**src/rtl/pend_pkg.sv**
```systemverilog
`timescale 1ns/1ps
// Package pend_pkg
// Shared encodings for the pending-write scoreboard.
// Assumes: a request's format bit selects how its register field is read.
package pend_pkg;

    // How a request names its register
    typedef enum logic {
        REQ_MASK = 1'b0,   // one-hot (or multi-hot) mask used directly
        REQ_NUM  = 1'b1    // binary register number, decoded to one-hot
    } req_fmt_e;

endpackage

```
**src/rtl/pend_decode.sv**
```systemverilog
`timescale 1ns/1ps
// Module pend_decode
// Turns one request (valid, format, mask, number) into a register mask.
// Assumes: with a number, 1 is shifted left by it; a number past the
// top register decodes to no bit. An invalid request decodes to zero.
module pend_decode #(
    parameter int NREG = 32,
    parameter int IW   = 5
) (
    input  logic            vld,
    input  logic            fmt,
    input  logic [NREG-1:0] mask,
    input  logic [IW-1:0]   num,
    output logic [NREG-1:0] onehot
);
    import pend_pkg::*;

    localparam logic [NREG-1:0] ONE = NREG'(1);

    // select mask or shifted number, gated by valid
    always_comb begin
        onehot = '0;
        if (vld) begin
            if (req_fmt_e'(fmt) == REQ_NUM) begin
                onehot = ONE << num;
            end else begin
                onehot = mask;
            end
        end
    end

endmodule

```
**src/rtl/pend_req_merge.sv**
```systemverilog
`timescale 1ns/1ps
// Module pend_req_merge
// Decodes NPORT requests and OR-reduces them into one register mask.
// Assumes: no port has priority over another; every asserted bit survives.
module pend_req_merge #(
    parameter int NREG  = 32,
    parameter int NPORT = 2,
    parameter int IW    = 5
) (
    input  logic [NPORT-1:0]      vld,
    input  logic [NPORT-1:0]      fmt,
    input  logic [NPORT*NREG-1:0] mask,
    input  logic [NPORT*IW-1:0]   num,
    output logic [NREG-1:0]       merged
);
    logic [NREG-1:0] dec [NPORT];

    for (genvar p = 0; p < NPORT; p++) begin : g_port
        pend_decode #(.NREG(NREG), .IW(IW)) u_dec (
            .vld    (vld[p]),
            .fmt    (fmt[p]),
            .mask   (mask[p*NREG +: NREG]),
            .num    (num[p*IW +: IW]),
            .onehot (dec[p])
        );
    end

    // OR every decoded port into the merged mask
    always_comb begin
        merged = '0;
        for (int p = 0; p < NPORT; p++) begin
            merged = merged | dec[p];
        end
    end

endmodule

```
**src/rtl/pend_vec.sv**
```systemverilog
`timescale 1ns/1ps
// Module pend_vec
// Holds the pending-write vector. The merged set mask waits one cycle in
// set_dly before it reaches the vector. Clears act in the cycle they
// arrive. Where the delayed set and a clear meet on one bit, the set wins.
// Assumes: synchronous active-low reset empties both stages.
module pend_vec #(
    parameter int NREG = 32
) (
    input  logic            clk,
    input  logic            rst_n,
    input  logic [NREG-1:0] set_req,
    input  logic [NREG-1:0] clr_req,
    output logic [NREG-1:0] set_dly,
    output logic [NREG-1:0] vec_q,
    output logic [NREG-1:0] vec_byp
);
    // delay stage for issue-time set requests
    always_ff @(posedge clk) begin
        if (!rst_n) begin
            set_dly <= '0;
        end else begin
            set_dly <= set_req;
        end
    end

    // next-state view: clears applied, then the delayed set on top
    always_comb begin
        vec_byp = (vec_q & ~clr_req) | set_dly;
    end

    // registered pending vector
    always_ff @(posedge clk) begin
        if (!rst_n) begin
            vec_q <= '0;
        end else begin
            vec_q <= vec_byp;
        end
    end

endmodule

```
**src/rtl/pend_check.sv**
```systemverilog
`timescale 1ns/1ps
// Module pend_check
// Compares NCHK operand or destination masks against one view of the
// pending vector. A check that saw its unit busy with no hazard settles
// and stays quiet until its valid bit drops.
// Assumes: the busy input is registered in the unit, so the settle
// path feeds back only through settled_q.
module pend_check #(
    parameter int NREG = 32,
    parameter int NCHK = 2,
    parameter int IW   = 5
) (
    input  logic                 clk,
    input  logic                 rst_n,
    input  logic [NREG-1:0]      view,
    input  logic [NCHK-1:0]      vld,
    input  logic [NCHK-1:0]      fmt,
    input  logic [NCHK*NREG-1:0] mask,
    input  logic [NCHK*IW-1:0]   num,
    input  logic [NCHK-1:0]      busy,
    output logic [NCHK-1:0]      hz,
    output logic                 any
);
    for (genvar i = 0; i < NCHK; i++) begin : g_chk
        logic [NREG-1:0] want;
        logic            settled_q;
        logic            hit;

        pend_decode #(.NREG(NREG), .IW(IW)) u_dec (
            .vld    (vld[i]),
            .fmt    (fmt[i]),
            .mask   (mask[i*NREG +: NREG]),
            .num    (num[i*IW +: IW]),
            .onehot (want)
        );

        // hazard while still checking and the view overlaps the request
        always_comb begin
            hit = vld[i] & ~settled_q & (|(view & want));
        end

        // settle once the unit is busy without a hazard; release on invalid
        always_ff @(posedge clk) begin
            if (!rst_n) begin
                settled_q <= 1'b0;
            end else begin
                settled_q <= vld[i] & (settled_q | (busy[i] & ~hit));
            end
        end

        assign hz[i] = hit;
    end

    // merged flag across all checks
    always_comb begin
        any = |hz;
    end

endmodule

```
**src/rtl/pend_scoreboard.sv**
```systemverilog
`timescale 1ns/1ps
// Module pend_scoreboard
// Pending-write scoreboard: merges set and clear requests, keeps the
// pending vector, and raises read and write-after-write hazards.
// Assumes: read checks use the registered vector, destination checks
// the bypass view; the issue control acts on raw_any and waw_any.
module pend_scoreboard #(
    parameter int NREG = 32,
    parameter int NSET = 2,
    parameter int NCLR = 2,
    parameter int NRD  = 3,
    parameter int NWR  = 2,
    localparam int IW  = (NREG > 1) ? $clog2(NREG) : 1
) (
    input  logic                 clk,
    input  logic                 rst_n,
    input  logic [NSET-1:0]      set_vld,
    input  logic [NSET-1:0]      set_fmt,
    input  logic [NSET*NREG-1:0] set_mask,
    input  logic [NSET*IW-1:0]   set_num,
    input  logic [NCLR-1:0]      clr_vld,
    input  logic [NCLR-1:0]      clr_fmt,
    input  logic [NCLR*NREG-1:0] clr_mask,
    input  logic [NCLR*IW-1:0]   clr_num,
    input  logic [NRD-1:0]       rd_vld,
    input  logic [NRD-1:0]       rd_fmt,
    input  logic [NRD*NREG-1:0]  rd_mask,
    input  logic [NRD*IW-1:0]    rd_num,
    input  logic [NRD-1:0]       rd_busy,
    input  logic [NWR-1:0]       wr_vld,
    input  logic [NWR-1:0]       wr_fmt,
    input  logic [NWR*NREG-1:0]  wr_mask,
    input  logic [NWR*IW-1:0]    wr_num,
    input  logic [NWR-1:0]       wr_busy,
    output logic [NREG-1:0]      pend_q,
    output logic [NREG-1:0]      pend_byp,
    output logic [NRD-1:0]       rd_hz,
    output logic [NWR-1:0]       wr_hz,
    output logic                 raw_any,
    output logic                 waw_any
);
    logic [NREG-1:0] set_m;
    logic [NREG-1:0] clr_m;
    logic [NREG-1:0] set_dly;

    pend_req_merge #(.NREG(NREG), .NPORT(NSET), .IW(IW)) u_set_merge (
        .vld    (set_vld),
        .fmt    (set_fmt),
        .mask   (set_mask),
        .num    (set_num),
        .merged (set_m)
    );

    pend_req_merge #(.NREG(NREG), .NPORT(NCLR), .IW(IW)) u_clr_merge (
        .vld    (clr_vld),
        .fmt    (clr_fmt),
        .mask   (clr_mask),
        .num    (clr_num),
        .merged (clr_m)
    );

    pend_vec #(.NREG(NREG)) u_vec (
        .clk     (clk),
        .rst_n   (rst_n),
        .set_req (set_m),
        .clr_req (clr_m),
        .set_dly (set_dly),
        .vec_q   (pend_q),
        .vec_byp (pend_byp)
    );

    pend_check #(.NREG(NREG), .NCHK(NRD), .IW(IW)) u_rd_chk (
        .clk   (clk),
        .rst_n (rst_n),
        .view  (pend_q),
        .vld   (rd_vld),
        .fmt   (rd_fmt),
        .mask  (rd_mask),
        .num   (rd_num),
        .busy  (rd_busy),
        .hz    (rd_hz),
        .any   (raw_any)
    );

    pend_check #(.NREG(NREG), .NCHK(NWR), .IW(IW)) u_wr_chk (
        .clk   (clk),
        .rst_n (rst_n),
        .view  (pend_byp),
        .vld   (wr_vld),
        .fmt   (wr_fmt),
        .mask  (wr_mask),
        .num   (wr_num),
        .busy  (wr_busy),
        .hz    (wr_hz),
        .any   (waw_any)
    );

endmodule

```
**config.mk**
```make
export PLATFORM = sky130hd
export DESIGN_NAME = pend_scoreboard
export DESIGN_NICKNAME = d
export VERILOG_FILES = /design/src/rtl/pend_pkg.sv /design/src/rtl/pend_decode.sv /design/src/rtl/pend_req_merge.sv /design/src/rtl/pend_vec.sv /design/src/rtl/pend_check.sv /design/src/rtl/pend_scoreboard.sv
export SDC_FILE = /design/constraint.sdc
export NUM_CORES = 1
export LEC_CHECK = 0
export ABC_CLOCK_PERIOD_IN_PS = 2200
export BUFFER_PORTS_ARGS = -buffer_cell sky130_fd_sc_hd__buf_2
export CAP_MARGIN = 20
export CELL_PAD_IN_SITES_DETAIL_PLACEMENT = 1
export CELL_PAD_IN_SITES_GLOBAL_PLACEMENT = 1
export CORE_ASPECT_RATIO = 0.8
export CORE_MARGIN = 3
export CORE_UTILIZATION = 33
export DETAILED_ROUTE_END_ITERATION = 8
export MAX_ROUTING_LAYER = met4
export PLACE_DENSITY = 0.84
export SYNTH_ARGS = -nofsm -noshare
export SYNTH_HDL_FRONTEND = slang
export SYNTH_HIERARCHICAL = 1
export SYNTH_SLANG_ARGS = --single-unit
```
**constraint.sdc**
```tcl
create_clock -name clk -period 2.2 [get_ports clk]
set_input_delay 0.11 -clock clk [delete_from_list [all_inputs] [get_ports clk]]
set_output_delay 0.11 -clock clk [all_outputs]
set_load 0.01 [all_outputs]
```
==> reports/qor.yml <==
run_status:
  status: "finished, violations left"
  violations: "negative setup slack"
critical_path:
  crit_family: "simple AND/OR/NAND/NOR gates"
  crit_slowest_cell: "nor4_4"
  cp-start-kind: "input port"
  reg2regPathDepth: 7
  cpPeakStageDelay_ps: 370
  rr_startpoint: "u_vec/vec_q[8]"
  required_ps: 2090
  timing.rr.end: "u_wr_chk/g_chk[0].settled_q"
  r2r_slack_ps: 200
  critical_path.endpoint: "waw_any"
  cp_num_buf_inv: 3
  crit_type: "in -> out"
  crit_path_max_fanout: 8
  path_cells: "buf_4 -> nand3b_1 -> o2bb2ai_1 -> or2_1 -> nor2b_1 -> or2_4 -> a22oi_2 -> nand4_1 -> nor4_4 -> buf_4 -> o32ai_2 -> buf_2"
  startpoint: "clr_num[2]"
  end_kind: "output port"
  crit_cells: 12
  cp_common_cell: "buf_4"
  arrival_ps: 2580
finish:
  area_growth_pct: 54.4
  design_area_um2: 12400
  multi_input_area_um2: 6800
  fin_nets: 1763
  area.sequential_um2: 1390
  fill_cells: 2855
  drive_gt1_share_pct: 56.5
cts:
  tritoncts: "built"
  path_clk_slew_ps: 60
  numCtsBuffers: 9
  htreeDepth: 3
  cts_root_buffer: "clkbuf_16"
  cts_buffer_depth: 2
  cts.sinks: 69
  clkLatencyLatePin_ps: 330
  postCtsHoldBufs: 0
timing:
  final_max_slew_viol_count: 0
  min_period_ps: 2690
  fin_worst_skew_ps: 6.86
  hold_viol_final: 0
  relSlewSlack_pct: 54.7
  tightestPinTransition_ps: 678
  rsz0062_at_grt: "true"
  holdWs_ps: 72.2
  clock.fmax_mhz: 372
  setup_viol: 5
  fin_crit_sh_pct: 122
  finalWorstSetupSlack_ps: -489
yosys:
  yosysTopAreaCell: "dfxtp_1"
  async_reset_ff_share_pct: 0
  synth_flop_cell: "dfxtp_1"
  syn_nets: 1232
  synth_mux_area_share_pct: 0
  synth_top_family_by_area: "compound AO/OA/AOI/OAI gates"
  synth_edf_count: 0
  synth-xor-area-share_pct: 0
  ys_ff_latch: 69
  synth-seq-area-share_pct: 17.2
  synthCells: 874
  synthAdderAreaFrac_pct: 0
  synthTopCellsByArea: "dfxtp_1, a22o_1, o2bb2ai_1, a22oi_1, or2_1"
  ys_warn_count: 6
  post-synth-top-area-fraction_pct: 17.2
  synth-simple-area-share_pct: 35.5
  synth_area_um2: 8010
  synth_compound_gate_area_share_pct: 43.0
  syn_area_per_cell_um2: 9.16
  ys_types: 38
power:
  pwr-share-seq_pct: 27.1
  p_leak_nw: 5.48
  p_comb_share_pct: 44.1
  vdd_drop_max_v: 0.000359
  total_power_mw: 5.09
  power_density_nw_per_um2: 412
  pwr-share-clk_pct: 28.8
  p_sw_share_pct: 35.8
  p_sw_mw: 1.82
  p_int_mw: 3.27
global_routing:
  antenna_found_initial: 2
  grt_usage_pct: 35.5
  grt-ovfl-total: 0
  grt_pass1_wl_mm: 70.3
  grt_pass1_vias: 11200
  grt_max_degree: 66
routing:
  initialDrtViolationCount: 1221
  wl_mm: 50.7
  vias_per_cell: 6.48
  vias: 11200
  avgRoutedWirePerCell_um: 29.4
  drtPass1Iterations: 5
  drc: 0
  ant_nets: 0
place:
  io_buffer_count: 428
  gp_congestion: 1.01
  dp_hpwl_mm: 38.8
  dpl-instance-area_um2: 11000
floorplanning:
  die_h_um: 145
  die_x_um: 180
  initial_core_util_pct: 33.9
  ioPinCount: 429
  row_count: 50
  core_area_um2: 23600
  dieArea_um2: 26200
job:
  drv_cap: 0
hold_path:
  min_path_type: "in -> reg"
==> synth_stat cells, types with 18 or more instances <==
master / n
a22o_1: 144
nand4b_1: 27
nand3b_1: 18
nor2b_1: 32
buf_4: 24
a22oi_1: 78
nand4_1: 29
or2_2: 33
or2_1: 64
o2bb2ai_1: 135
and2_1: 32
and4bb_2: 27
o21a_1: 33
and3b_2: 18
dfxtp_1: 69
==> how the worst min path moves through the flow <==
stage / to / from / slack (ps) / cells after the start
6_report: u_rd_chk/g_chk[2].settled_q / rd_busy[2] / 70 / 3
5_1_grt: u_rd_chk/g_chk[2].settled_q / rd_busy[2] / 60 / 3
4_1_cts: u_rd_chk/g_chk[2].settled_q / rd_busy[2] / 50 / 3
3_5_place_dp: u_rd_chk/g_chk[2].settled_q / rd_busy[2] / 410 / 3
3_3_place_gp: u_rd_chk/g_chk[0].settled_q / rd_busy[0] / 380 / 3
2_1_floorplan: u_wr_chk/g_chk[0].settled_q / wr_vld[0] / 250 / 1
==> kinds of logic (layout without fill, tap and decap cells) <==
logic type | after synthesis | in the layout
and+or+nand+nor | 349 | 352
buffers and inverters | 49 | 582
DFF | 69 | 69
AOI/OAI and AO/OA | 407 | 407
other | 0 | 4
==> power groups by stage <==
stage / Combinational [mW] / Clock (mW) / Sequential (mW)
after floorplan: 0.852 / 0 / 1.41
after global placement: 1.90 / 0 / 1.38
after detailed placement: 1.91 / 0 / 1.39
after CTS: 2.08 / 1.46 / 1.37
after global routing: 2.33 / 1.53 / 1.38
final: 2.24 / 1.47 / 1.38
==> registers in the layout, summed over array words and instances (netlist names) <==
name / count
u_vec/vec_q: 32
u_vec/set_dly: 32
u_rd_chk/g_chk.settled_q: 3
u_wr_chk/g_chk.settled_q: 2
==> timing repair <==
item                                    4_1_cts  5_1_grt
pin swaps                                    66       54
endpoints found under the setup margin        5        9
resized for setup                           128       55
buffers inserted                             22       13
gates cloned                                  4        4
==> placed cells by master, fill, tap and decap left out, types with 15 or more instances in the layout <==
cell,n
and4bb_2,27
buf_6,34
a22oi_1,43
buf_2,415
and3b_2,18
nand3b_1,18
a22o_1,143
or2_1,55
nand4_1,29
dfxtp_1,63
a22oi_2,37
buf_4,105
and2_1,32
o2bb2ai_2,15
o2bb2ai_1,120
nor2b_1,20
o21a_1,33
or2_4,40
nand4b_1,27
==> stage by stage <==
step | setup slack [ps] | utilization, % | std cells | setup TNS, ps
3_5_place_dp | -533 | 46.6 | 1666 | -2230
2_1_floorplan | 93.7 | - | 874 | 0
5_1_grt | -500 | 52.3 | 1724 | -1500
3_3_place_gp | -545 | 46.6 | 1666 | -2210
4_1_cts | -266 | 50.8 | 1706 | -700
6_report | -489 | 52.3 | 1726 | -1420
==> area by class of cell <==
type | count | area share [%]
clock buffer | 10 | 1.85
clock inverter | 6 | 0.516
inverter | 1 | 0.0304
multi-input combinational | 759 | 55.0
antenna | 4 | 0.0810
sequential | 69 | 11.2
tap | 312 | 3.16
timing repair buffer | 565 | 28.1
==> worst register-to-register path, delay by kind of cell (launching register included) <==
family / cells / cell delay [ps]
AND/OR/NAND/NOR: 4 / 1030
AO/OA/AOI/OAI: 2 / 390
flip-flops: 1 / 340
buffers and inverters: 1 / 190
==> per-layer routing <==
| metal | vias up | wire (µm) | GRT usage [%] |
|---|---|---|---|
| li1 | 4733 | - | - |
| met1 | 5394 | 19800 | 43.2 |
| met2 | 863 | 23900 | 59.3 |
| met3 | 199 | 4560 | 6.12 |
| met4 | 0 | 2450 | 13.2 |
| met5 | - | 0 | - |
(Power assumes the default switching activity.)
